**src/rtl/ssp_pkg.sv**
```systemverilog
package ssp_pkg;
  typedef enum logic [1:0] {
    ST_IDLE = 2'd0,
    ST_PUSH = 2'd1,
    ST_PULL = 2'd2,
    ST_PSW  = 2'd3
  } ssp_state_e;
endpackage

```
**src/rtl/ssp_cnt_step.sv**
```systemverilog
module ssp_cnt_step #(
  parameter int CNT_W = 15
) (
  input  logic [CNT_W-1:0] cnt_i,
  input  logic             ovf_i,
  input  logic             up_i,
  output logic [CNT_W-1:0] cnt_o,
  output logic             ovf_o
);
  logic [CNT_W:0] ext;
  logic [CNT_W:0] res;

  always_comb begin
    ext = {1'b0, cnt_i};
    if (up_i) res = ext + (CNT_W+1)'(1);
    else      res = ext - (CNT_W+1)'(1);
    cnt_o = res[CNT_W-1:0];
    // carry out only counts as overflow when stepping upward
    ovf_o = ovf_i | (up_i & res[CNT_W]);
  end
endmodule

```
**src/rtl/ssp_fsm.sv**
```systemverilog
module ssp_fsm
  import ssp_pkg::*;
#(
  parameter int CNT_W       = 15,
  parameter int ADDR_W      = 32,
  parameter int DATA_W      = 32,
  parameter int FRAME_WORDS = 28,
  parameter int DFLT_BASE   = 2,
  localparam int IDX_W      = $clog2(FRAME_WORDS)
) (
  input  logic              clk,
  input  logic              rst,
  input  logic              push_req,
  input  logic              pull_req,
  input  logic              wr_en,
  input  logic [CNT_W-1:0]  wc_i,
  input  logic [ADDR_W-1:0] tos_i,
  input  logic [ADDR_W-1:0] push_ea,
  input  logic              mem_gnt,
  input  logic [DATA_W-1:0] mem_rdata,
  output logic              busy,
  output logic              mem_req,
  output logic              mem_we,
  output logic [ADDR_W-1:0] mem_addr,
  output logic [IDX_W-1:0]  ctx_idx,
  output logic              step_en,
  output logic              step_up,
  output logic              ctx_load,
  output logic [IDX_W-1:0]  ctx_ld_idx,
  output logic [DATA_W-1:0] ctx_data,
  output logic              psw_load,
  output logic              psw_sel,
  output logic [DATA_W-1:0] psw_data,
  output logic              done,
  output logic              trap_req
);
  localparam logic [IDX_W-1:0] LAST_IDX = IDX_W'(FRAME_WORDS - 1);
  localparam logic [CNT_W-1:0] FRAME_CNT = CNT_W'(FRAME_WORDS);

  ssp_state_e        state;
  logic [IDX_W-1:0]  idx;
  logic              pk;
  logic [ADDR_W-1:0] base;

  assign busy    = (state != ST_IDLE);
  assign mem_req = busy;
  assign mem_we  = (state == ST_PUSH);
  assign ctx_idx = idx;
  assign step_en = mem_gnt & ((state == ST_PUSH) | (state == ST_PULL));
  assign step_up = (state == ST_PUSH);

  always_comb begin
    case (state)
      ST_PUSH: mem_addr = tos_i + ADDR_W'(1);
      ST_PULL: mem_addr = tos_i;
      ST_PSW:  mem_addr = base + ADDR_W'(pk);
      default: mem_addr = '0;
    endcase
  end

  always_ff @(posedge clk) begin
    if (rst) begin
      state      <= ST_IDLE;
      idx        <= '0;
      pk         <= 1'b0;
      base       <= '0;
      done       <= 1'b0;
      trap_req   <= 1'b0;
      ctx_load   <= 1'b0;
      ctx_ld_idx <= '0;
      ctx_data   <= '0;
      psw_load   <= 1'b0;
      psw_sel    <= 1'b0;
      psw_data   <= '0;
    end else begin
      done     <= 1'b0;
      trap_req <= 1'b0;
      ctx_load <= 1'b0;
      psw_load <= 1'b0;
      case (state)
        ST_IDLE: begin
          if (!wr_en) begin
            if (push_req) begin
              state <= ST_PUSH;
              idx   <= '0;
              base  <= push_ea;
            end else if (pull_req) begin
              if (wc_i == '0) begin
                state <= ST_PSW;
                pk    <= 1'b0;
                base  <= ADDR_W'(DFLT_BASE);
              end else if (wc_i < FRAME_CNT) begin
                trap_req <= 1'b1;
                done     <= 1'b1;
              end else begin
                state <= ST_PULL;
                idx   <= LAST_IDX;
              end
            end
          end
        end
        ST_PUSH: begin
          if (mem_gnt) begin
            if (idx == LAST_IDX) begin
              state <= ST_PSW;
              pk    <= 1'b0;
            end else begin
              idx <= idx + IDX_W'(1);
            end
          end
        end
        ST_PULL: begin
          if (mem_gnt) begin
            ctx_load   <= 1'b1;
            ctx_ld_idx <= idx;
            ctx_data   <= mem_rdata;
            if (idx == '0) begin
              state <= ST_IDLE;
              done  <= 1'b1;
            end else begin
              idx <= idx - IDX_W'(1);
            end
          end
        end
        default: begin
          if (mem_gnt) begin
            psw_load <= 1'b1;
            psw_sel  <= pk;
            psw_data <= mem_rdata;
            if (pk) begin
              state <= ST_IDLE;
              done  <= 1'b1;
            end else begin
              pk <= 1'b1;
            end
          end
        end
      endcase
    end
  end
endmodule

```
**src/rtl/ssp_ctrl.sv**
```systemverilog
module ssp_ctrl #(
  parameter int CNT_W          = 15,
  parameter int ADDR_W         = 32,
  parameter int DATA_W         = 32,
  parameter int FRAME_WORDS    = 28,
  parameter int DFLT_BASE      = 2,
  parameter logic [7:0] TRAP_VEC = 8'h4D,
  localparam int DW_W          = ADDR_W + 2 * (CNT_W + 1),
  localparam int IDX_W         = $clog2(FRAME_WORDS)
) (
  input  logic              clk,
  input  logic              rst,
  input  logic              wr_en,
  input  logic [DW_W-1:0]   wr_data,
  input  logic              push_req,
  input  logic              pull_req,
  input  logic [ADDR_W-1:0] push_ea,
  output logic              busy,
  output logic              done,
  output logic              trap_req,
  output logic [7:0]        trap_vec,
  output logic              trap_cc2,
  output logic [DW_W-1:0]   ssp,
  output logic              mem_req,
  output logic              mem_we,
  output logic [ADDR_W-1:0] mem_addr,
  output logic [DATA_W-1:0] mem_wdata,
  input  logic [DATA_W-1:0] mem_rdata,
  input  logic              mem_gnt,
  output logic [IDX_W-1:0]  ctx_idx,
  input  logic [DATA_W-1:0] ctx_wdata,
  output logic              ctx_load,
  output logic [IDX_W-1:0]  ctx_ld_idx,
  output logic [DATA_W-1:0] ctx_data,
  output logic              psw_load,
  output logic              psw_sel,
  output logic [DATA_W-1:0] psw_data
);
  localparam int WC_LSB  = 0;
  localparam int WOV_BIT = CNT_W;
  localparam int SC_LSB  = CNT_W + 1;
  localparam int SOV_BIT = 2 * CNT_W + 1;
  localparam int TOS_LSB = 2 * CNT_W + 2;

  logic [DW_W-1:0]   ssp_q;
  logic [CNT_W-1:0]  wc, sc, wc_n, sc_n;
  logic              wov, sov, wov_n, sov_n;
  logic [ADDR_W-1:0] tos, tos_n;
  logic              step_en, step_up, wr_ok;

  assign wc  = ssp_q[WC_LSB +: CNT_W];
  assign wov = ssp_q[WOV_BIT];
  assign sc  = ssp_q[SC_LSB +: CNT_W];
  assign sov = ssp_q[SOV_BIT];
  assign tos = ssp_q[TOS_LSB +: ADDR_W];

  // word count rises on save, space count falls; reversed on restore
  ssp_cnt_step #(.CNT_W(CNT_W)) u_wc (
    .cnt_i(wc), .ovf_i(wov), .up_i(step_up), .cnt_o(wc_n), .ovf_o(wov_n)
  );
  ssp_cnt_step #(.CNT_W(CNT_W)) u_sc (
    .cnt_i(sc), .ovf_i(sov), .up_i(~step_up), .cnt_o(sc_n), .ovf_o(sov_n)
  );

  assign tos_n = step_up ? (tos + ADDR_W'(1)) : (tos - ADDR_W'(1));

  ssp_fsm #(
    .CNT_W(CNT_W), .ADDR_W(ADDR_W), .DATA_W(DATA_W),
    .FRAME_WORDS(FRAME_WORDS), .DFLT_BASE(DFLT_BASE)
  ) u_fsm (
    .clk(clk), .rst(rst), .push_req(push_req), .pull_req(pull_req),
    .wr_en(wr_en), .wc_i(wc), .tos_i(tos), .push_ea(push_ea),
    .mem_gnt(mem_gnt), .mem_rdata(mem_rdata), .busy(busy),
    .mem_req(mem_req), .mem_we(mem_we), .mem_addr(mem_addr),
    .ctx_idx(ctx_idx), .step_en(step_en), .step_up(step_up),
    .ctx_load(ctx_load), .ctx_ld_idx(ctx_ld_idx), .ctx_data(ctx_data),
    .psw_load(psw_load), .psw_sel(psw_sel), .psw_data(psw_data),
    .done(done), .trap_req(trap_req)
  );

  assign wr_ok = wr_en & ~busy;

  always_ff @(posedge clk) begin
    if (rst) begin
      ssp_q <= '0;
    end else if (wr_ok) begin
      ssp_q <= wr_data;
    end else if (step_en) begin
      ssp_q <= {tos_n, sov_n, sc_n, wov_n, wc_n};
    end
  end

  assign ssp       = ssp_q;
  assign mem_wdata = ctx_wdata;
  assign trap_vec  = TRAP_VEC;
  assign trap_cc2  = trap_req;
endmodule

```
**config.mk**
```make
export PLATFORM = sky130hd
export DESIGN_NAME = ssp_ctrl
export DESIGN_NICKNAME = d
export VERILOG_FILES = /design/src/rtl/ssp_pkg.sv /design/src/rtl/ssp_cnt_step.sv /design/src/rtl/ssp_fsm.sv /design/src/rtl/ssp_ctrl.sv
export SDC_FILE = /design/constraint.sdc
export NUM_CORES = 1
export LEC_CHECK = 0
export BUFFER_PORTS_ARGS = -buffer_cell sky130_fd_sc_hd__buf_2
export CORE_ASPECT_RATIO = 0.9
export CORE_MARGIN = 2
export CORE_UTILIZATION = 48
export DETAILED_ROUTE_END_ITERATION = 7
export MAX_ROUTING_LAYER = met4
export PLACE_DENSITY_LB_ADDON = 0.12
export REMOVE_ABC_BUFFERS = 1
export SYNTH_ARGS = -nofsm -noshare
export SYNTH_HDL_FRONTEND = slang
export SYNTH_HIERARCHICAL = 1
export SYNTH_SLANG_ARGS = --single-unit
```
**constraint.sdc**
```tcl
create_clock -name clk -period 4 [get_ports clk]
set_clock_uncertainty 0.2 [all_clocks]
set_input_delay 0.4 -clock clk [delete_from_list [all_inputs] [get_ports clk]]
set_output_delay 0.4 -clock clk [all_outputs]
set_load 0.02 [all_outputs]
```
; ---- After elaboration in Yosys (flattened, before gate mapping)
; Index checks and enable logic that the tools add are counted.
[op_classes]
n_addsub = 9
order_cmp = 1
n_div = 0
shifts = 0
eq_ne = 18
reduce_logical = 20
mux = 50
multipliers = 0
bitwise = 13
[ops]
columns = cell, n
row1 = $mux W32, 4
row2 = $mux W64, 2
row3 = $pmux W32 S3, 1
row4 = $mux W5, 9
row5 = $add A15 B1 Y16 const B, 2
row6 = $add A32 B1 Y32, 1
row7 = $add A32 B1 Y32 const B, 1
row8 = $mux W16, 2
row9 = $sub A15 B1 Y16 const B, 2
row10 = $sub A32 B1 Y32 const B, 1
row11 = $mux W2, 11
row12 = $reduce_and A9 Y1, 2
row13 = $mux W1, 17
row14 = $ne A2 B2 Y1 const B, 8
row15 = $logic_not A15 Y1, 1
row16 = $lt A15 B5 Y1 const B, 1
row17 = $pmux W5 S3, 1
row18 = $reduce_bool A2 Y1, 5
row19 = $ne A3 B3 Y1 const B, 3
row20 = $reduce_and A8 Y1, 1
row21 = $not A1 Y1, 6
row22 = $pmux W1 S3, 2
row23 = $pmux W2 S3, 1
row24 = $add A5 B1 Y5 const B, 1
row25 = 17 further kinds, 26
[totals]
elab_cells = 124
latch_bits = 0
ramBits = 0
n_memories = 0
rom_bits = 0
in_bits = 166
ff_bits = 178
output_inout_bits = 219

; ---- Logic depth before layout (Yosys ltp)
[depth]
ltp_word = 7
ltp_mapped = 15
ltp_nobuf = 13

; ---- By module
; The synthesis kept the hierarchy.
[modules_own_cells]
columns = mod, n_inst, area_per_inst_um2, cells_per_inst, seq_area_each_um2
row1 = ssp_fsm, 1, 6170.9, 797, 2282.2
row2 = ssp_ctrl, 1, 4809.6, 589, 1281.2
row3 = ssp_cnt_step, 2, 725.7, 99, 0.0

; ---- Least setup slack after synthesis
; OpenSTA, ideal clock, no wires.
[synth_path]
path_type = register to register
startpoint = register u_fsm.state[1]
endpoint = register ssp_q[60], in the netlist ssp[60]
required_ns = 3.697
arrival_ns = 3.872
n_path_buf = 2
setup_ns = 0.103
path_slack_ns = -0.176
synth_period_minus_slack_ns = 4.176
path_stages_with_launch = 15
cell_sequence = dfxtp_1 -> inv_1 -> ha_1 -> buf_4 -> inv_1 -> ha_1 -> buf_6 -> a21o_1 -> a21o_1 -> a221o_1 -> a2111oi_4 -> nor4_2 -> a2111oi_2 -> xor2_1 -> a2111oi_2
[synth_via]
elab_chain_cells = 4
word_cells_on_any_way = 11
classes_between = eq/ne (2) / mux (3) / bitwise (4) / reduce/logical (2)
[synth_rtl]
columns = item, line_no
row1 = start: declaration, ssp_fsm.sv:40  ; ssp_state_e state;
row2 = start signal: assignment, ssp_fsm.sv:63  ; state <= ST_IDLE;
row3 = start signal: assignment, ssp_fsm.sv:84  ; state <= ST_PUSH;
row4 = start signal: assignment, ssp_fsm.sv:89  ; state <= ST_PSW;
row5 = $eq A2 B1 Y1 *, --
row6 = named net mem_we, ssp_ctrl.sv:25  ; output logic mem_we,
row7 = $mux W32 or $or A1 B1 Y1 (tied branches), "ssp_ctrl.sv:65, ssp_fsm.sv:49"
row8 = $mux W64 or $and A1 B1 Y1 (tied branches), "ssp_ctrl.sv:88, ssp_fsm.sv:49"
row9 = $mux W64 or $reduce_bool A2 Y1 (tied branches), --
row10 = end signal: assignment, ssp_ctrl.sv:87  ; ssp_q <= wr_data;
row11 = end signal: assignment, ssp_ctrl.sv:89  ; ssp_q <= {tos_n, sov_n, sc_n, wov_n, wc_n};
row12 = end: declaration, ssp_ctrl.sv:45  ; logic [DW_W-1:0] ssp_q;
; Mark *: on every way through the listed nets, which the timed path passes. The rest lies on a longest branch. The select of a mux whose other input is x is not followed.
; A chain may end at the register's enable or synchronous reset.

; ---- Worst setup path in the final report
[layout_path]
startpoint = register u_fsm.state[1]
endpoint = register ssp_q[60], in the netlist ssp[60]
[layout_via]
elab_chain_cells = 4
word_cells_on_any_way = 11
classes_between = eq/ne (2) / mux (3) / bitwise (4) / reduce/logical (2)
[layout_rtl]
columns = item, line_no
row1 = $eq A2 B1 Y1 (tied with other cells), "ssp_fsm.sv:49, ssp_fsm.sv:50"
row2 = $mux W32 (tied with other cells), ssp_ctrl.sv:65  ; assign tos_n = step_up ? (tos + ADDR_W'(1)) : (tos - ADDR_W'(1));
row3 = $mux W64 (tied with other cells), ssp_ctrl.sv:88  ; end else if (step_en) begin
row4 = $mux W64 or $reduce_bool A2 Y1 (tied branches), --
; Several ways; a longest one is shown, not always the timed one. The select of a mux whose other input is x is not followed.

==> out/qor.txt <==
Status - finished, final reports clean
Unrepaired setup endpoints after global routing - false
CTS Sinks - 178
Flops & latches, synth - 178
Total CTS buffers - 17
Post-Layout Cell Count - 2,217
CP Class - reg -> reg
Worst vdd ir - 0.506 mV
Max FO, Critical Path - 7
Crit end category - register
Final Slew Violations - 0
Ys async rst share - 0
Commonest non-fill, non-tap cell in the layout - buf_2
Die footprint - 27,200 um2
DRT iter0 DRCs - 1,216
LEAKAGE - 6.47 nW
Cell total after placement - 2,132
Fin. Hold Viols - 0
Initial antenna violation count - 1
Std-Cell Rows - 55
Post-synth EDFFs - 0
Gr ovfl total - 0
Final Core Density - 0.597
Worst min path class - in -> reg
Pwr/cell area - 832 nW/um2
Largest net degree at the start of global routing - 101
Share of layout cells above drive strength 1 - 0.240
Min Tclk post-route - 3.70 ns
Post-Synthesis Cells - 1,584
DRC Markers - 0
Most frequent cells in the layout - buf_2, nand2_1, dfxtp_1
DRT Pass-1 Iters - 8
Average wire per standard cell - 18.8 um
Worst EP arrival - 3.85 ns
Clock root buffer - clkbuf_16
Measured slew at the worst slew-check pin - 0.941 ns
Vias per cell - 5.72
Sequential area share after synthesis - 0.287
I/O Pins - 385
Nets - 2,099
CP required - 4.15 ns
Peak Freq - 270 MHz
Clk slew on worst S/H paths - 0.08 ns
Worst-Skew Late Latency - 0.44 ns
Die height - 157 um
Startpoint Class - register
IO buf count - 312
CTS max path bufs - 2
Netlist cell types - 78
Hold Slack - 0.0184 ns
Routed via count - 12.7k
Endpoints failing setup - 0
CTS tree - done
Mapped Avg Cell Area - 7.85 um2
Worst slew margin - 0.372
Vias in the first global route - 11.3k
Area Growth Syn to Fin - 21.6%
Post-synth top flop - dfxtp_1
Core Area - 25,300 um2
DRT Wirelength - 41.8 mm
H-tree levels - 4
Initial core utilization - 0.491
Routed Antenna Nets - 0
Chip width - 174 um
First-pass GRT wire length - 63.5 mm
Tot Pwr - 12.6 mW
Gr usage total - 0.301
Gp weighted congestion - 0.956
Post-Syn Area - 12,400 um2
Dpl hpwl - 30.5 mm
Max-cap violations - 0
YS warnings - 6
Tcrit/Tclk final - 0.926
[cells by family (layout without fill, tap and decap cells)]
group,count (synthesis),after routing,synth area share
other cells,2,9,0.000604
compound gates,450,450,0.256
fa+ha+maj,72,72,0.0749
mux,48,48,0.0387
xor+xnor,94,94,0.0662
simple gates,561,561,0.206
flops,178,178,0.287
buf+inv,179,463,0.0711
[layer usage]
layer  GRT usage  up-vias  share of wire
met5           -        -              0
met4      0.0792        0          0.020
met3      0.0799       49          0.086
met2       0.437      524           0.43
met1       0.413     5916           0.46
li1            -     6202              -
[path summary, 6_finish.rpt]
kind | start | depth (start not counted) | slack (ns) | to
max | u_fsm/state[1] | 12 | 0.30 | ssp[60]
min | push_ea[17] | 3 | 0.02 | u_fsm/base[17]
max reg2reg | u_fsm/state[1] | 12 | 0.30 | ssp[60]
min reg2reg | u_fsm/psw_sel | 2 | 0.25 | u_fsm/psw_sel
[synth_stat cells (4+ instances only)]
master,number,area share
a2111oi_2,6,0.0072
a211oi_1,64,0.039
a21o_1,26,0.016
a21oi_1,170,0.068
a221oi_1,5,0.0035
a222oi_1,11,0.0089
a22oi_1,6,0.0036
a22oi_2,30,0.030
a31oi_1,11,0.0055
and2_1,9,0.0045
and3_1,13,0.0065
and4_1,16,0.011
buf_1,9,0.0027
buf_2,9,0.0036
buf_4,45,0.027
buf_6,4,0.0036
clkbuf_1,75,0.023
dfxtp_1,178,0.29
fa_1,4,0.0064
ha_1,68,0.068
inv_1,36,0.011
mux2i_1,47,0.038
nand2_1,224,0.068
nand2b_1,11,0.0055
nand3_1,43,0.017
nand4_1,20,0.010
nor2_1,166,0.050
nor2b_1,11,0.0055
nor3_1,16,0.0064
nor4_1,10,0.0050
o211ai_1,7,0.0042
o21a_1,4,0.0024
o21ai_0,49,0.020
o21bai_1,5,0.0030
o221ai_1,5,0.0035
o22ai_1,4,0.0020
o31ai_1,7,0.0042
xnor2_1,60,0.042
xor2_1,34,0.024
[registers in the layout, indices dropped and copies added, names as in the netlist, 2 cells and up]
| name | cells |
|---|---|
| ssp | 64 |
| u_fsm/ctx_ld_idx | 5 |
| u_fsm/base | 32 |
| u_fsm/ctx_idx | 5 |
| u_fsm/psw_data | 32 |
| u_fsm/ctx_data | 32 |
| u_fsm/state | 2 |
[per-stage QoR]
stage	setup TNS, ns	cell area (um2)	setup WS [ns]
after floorplan	-76.34	11700	-2.21
after global placement	0	14000	0.199
after detailed placement	0	14000	0.0827
after CTS	0	15100	0.0696
after global routing	0	15100	0.0522
final	0	15100	0.295
[critical path, stage by stage, from the launching register on]
cell,delay (ns)
dfxtp_1,0.33
inv_1,0.13
ha_4,0.22
clkinvlp_4,0.21
ha_1,0.42
a21o_1,0.19
a21o_1,0.18
a221o_1,0.38
a2111oi_4,0.40
nor4_2,0.10
a2111oi_2,0.36
xor2_1,0.13
a2111oi_2,0.35
[report_power, final]
part	switching [mW]	internal (mW)	total, mW
combinational	4.85	3.26	8.11
clock	0.847	0.932	1.78
sequential	0.548	2.15	2.69
[timing repair]
| action | 4_1_cts | 5_1_grt |
|---|---|---|
| buffers inserted | 0 | 2 |
| endpoints found under the setup margin | 0 | 10 |
| hold buffers | 49 | 0 |
| gates resized for setup | 0 | 7 |
| endpoints found under the hold margin | 61 | 0 |
[cell type report]
cell class | instances | area (um2)
Clock inverter | 13 | 158
Timing Repair inverter | 1 | 7.51
Tap cell | 342 | 428
Fill cell | 2462 | 10200
Clock buffer | 19 | 453
Antenna cell | 1 | 2.50
Inverter | 36 | 143
Sequential cell | 178 | 3560
Multi-Input combinational cell | 1233 | 8040
Timing Repair Buffer | 394 | 2320
No activity file was read; power rests on OpenSTA's default activity.
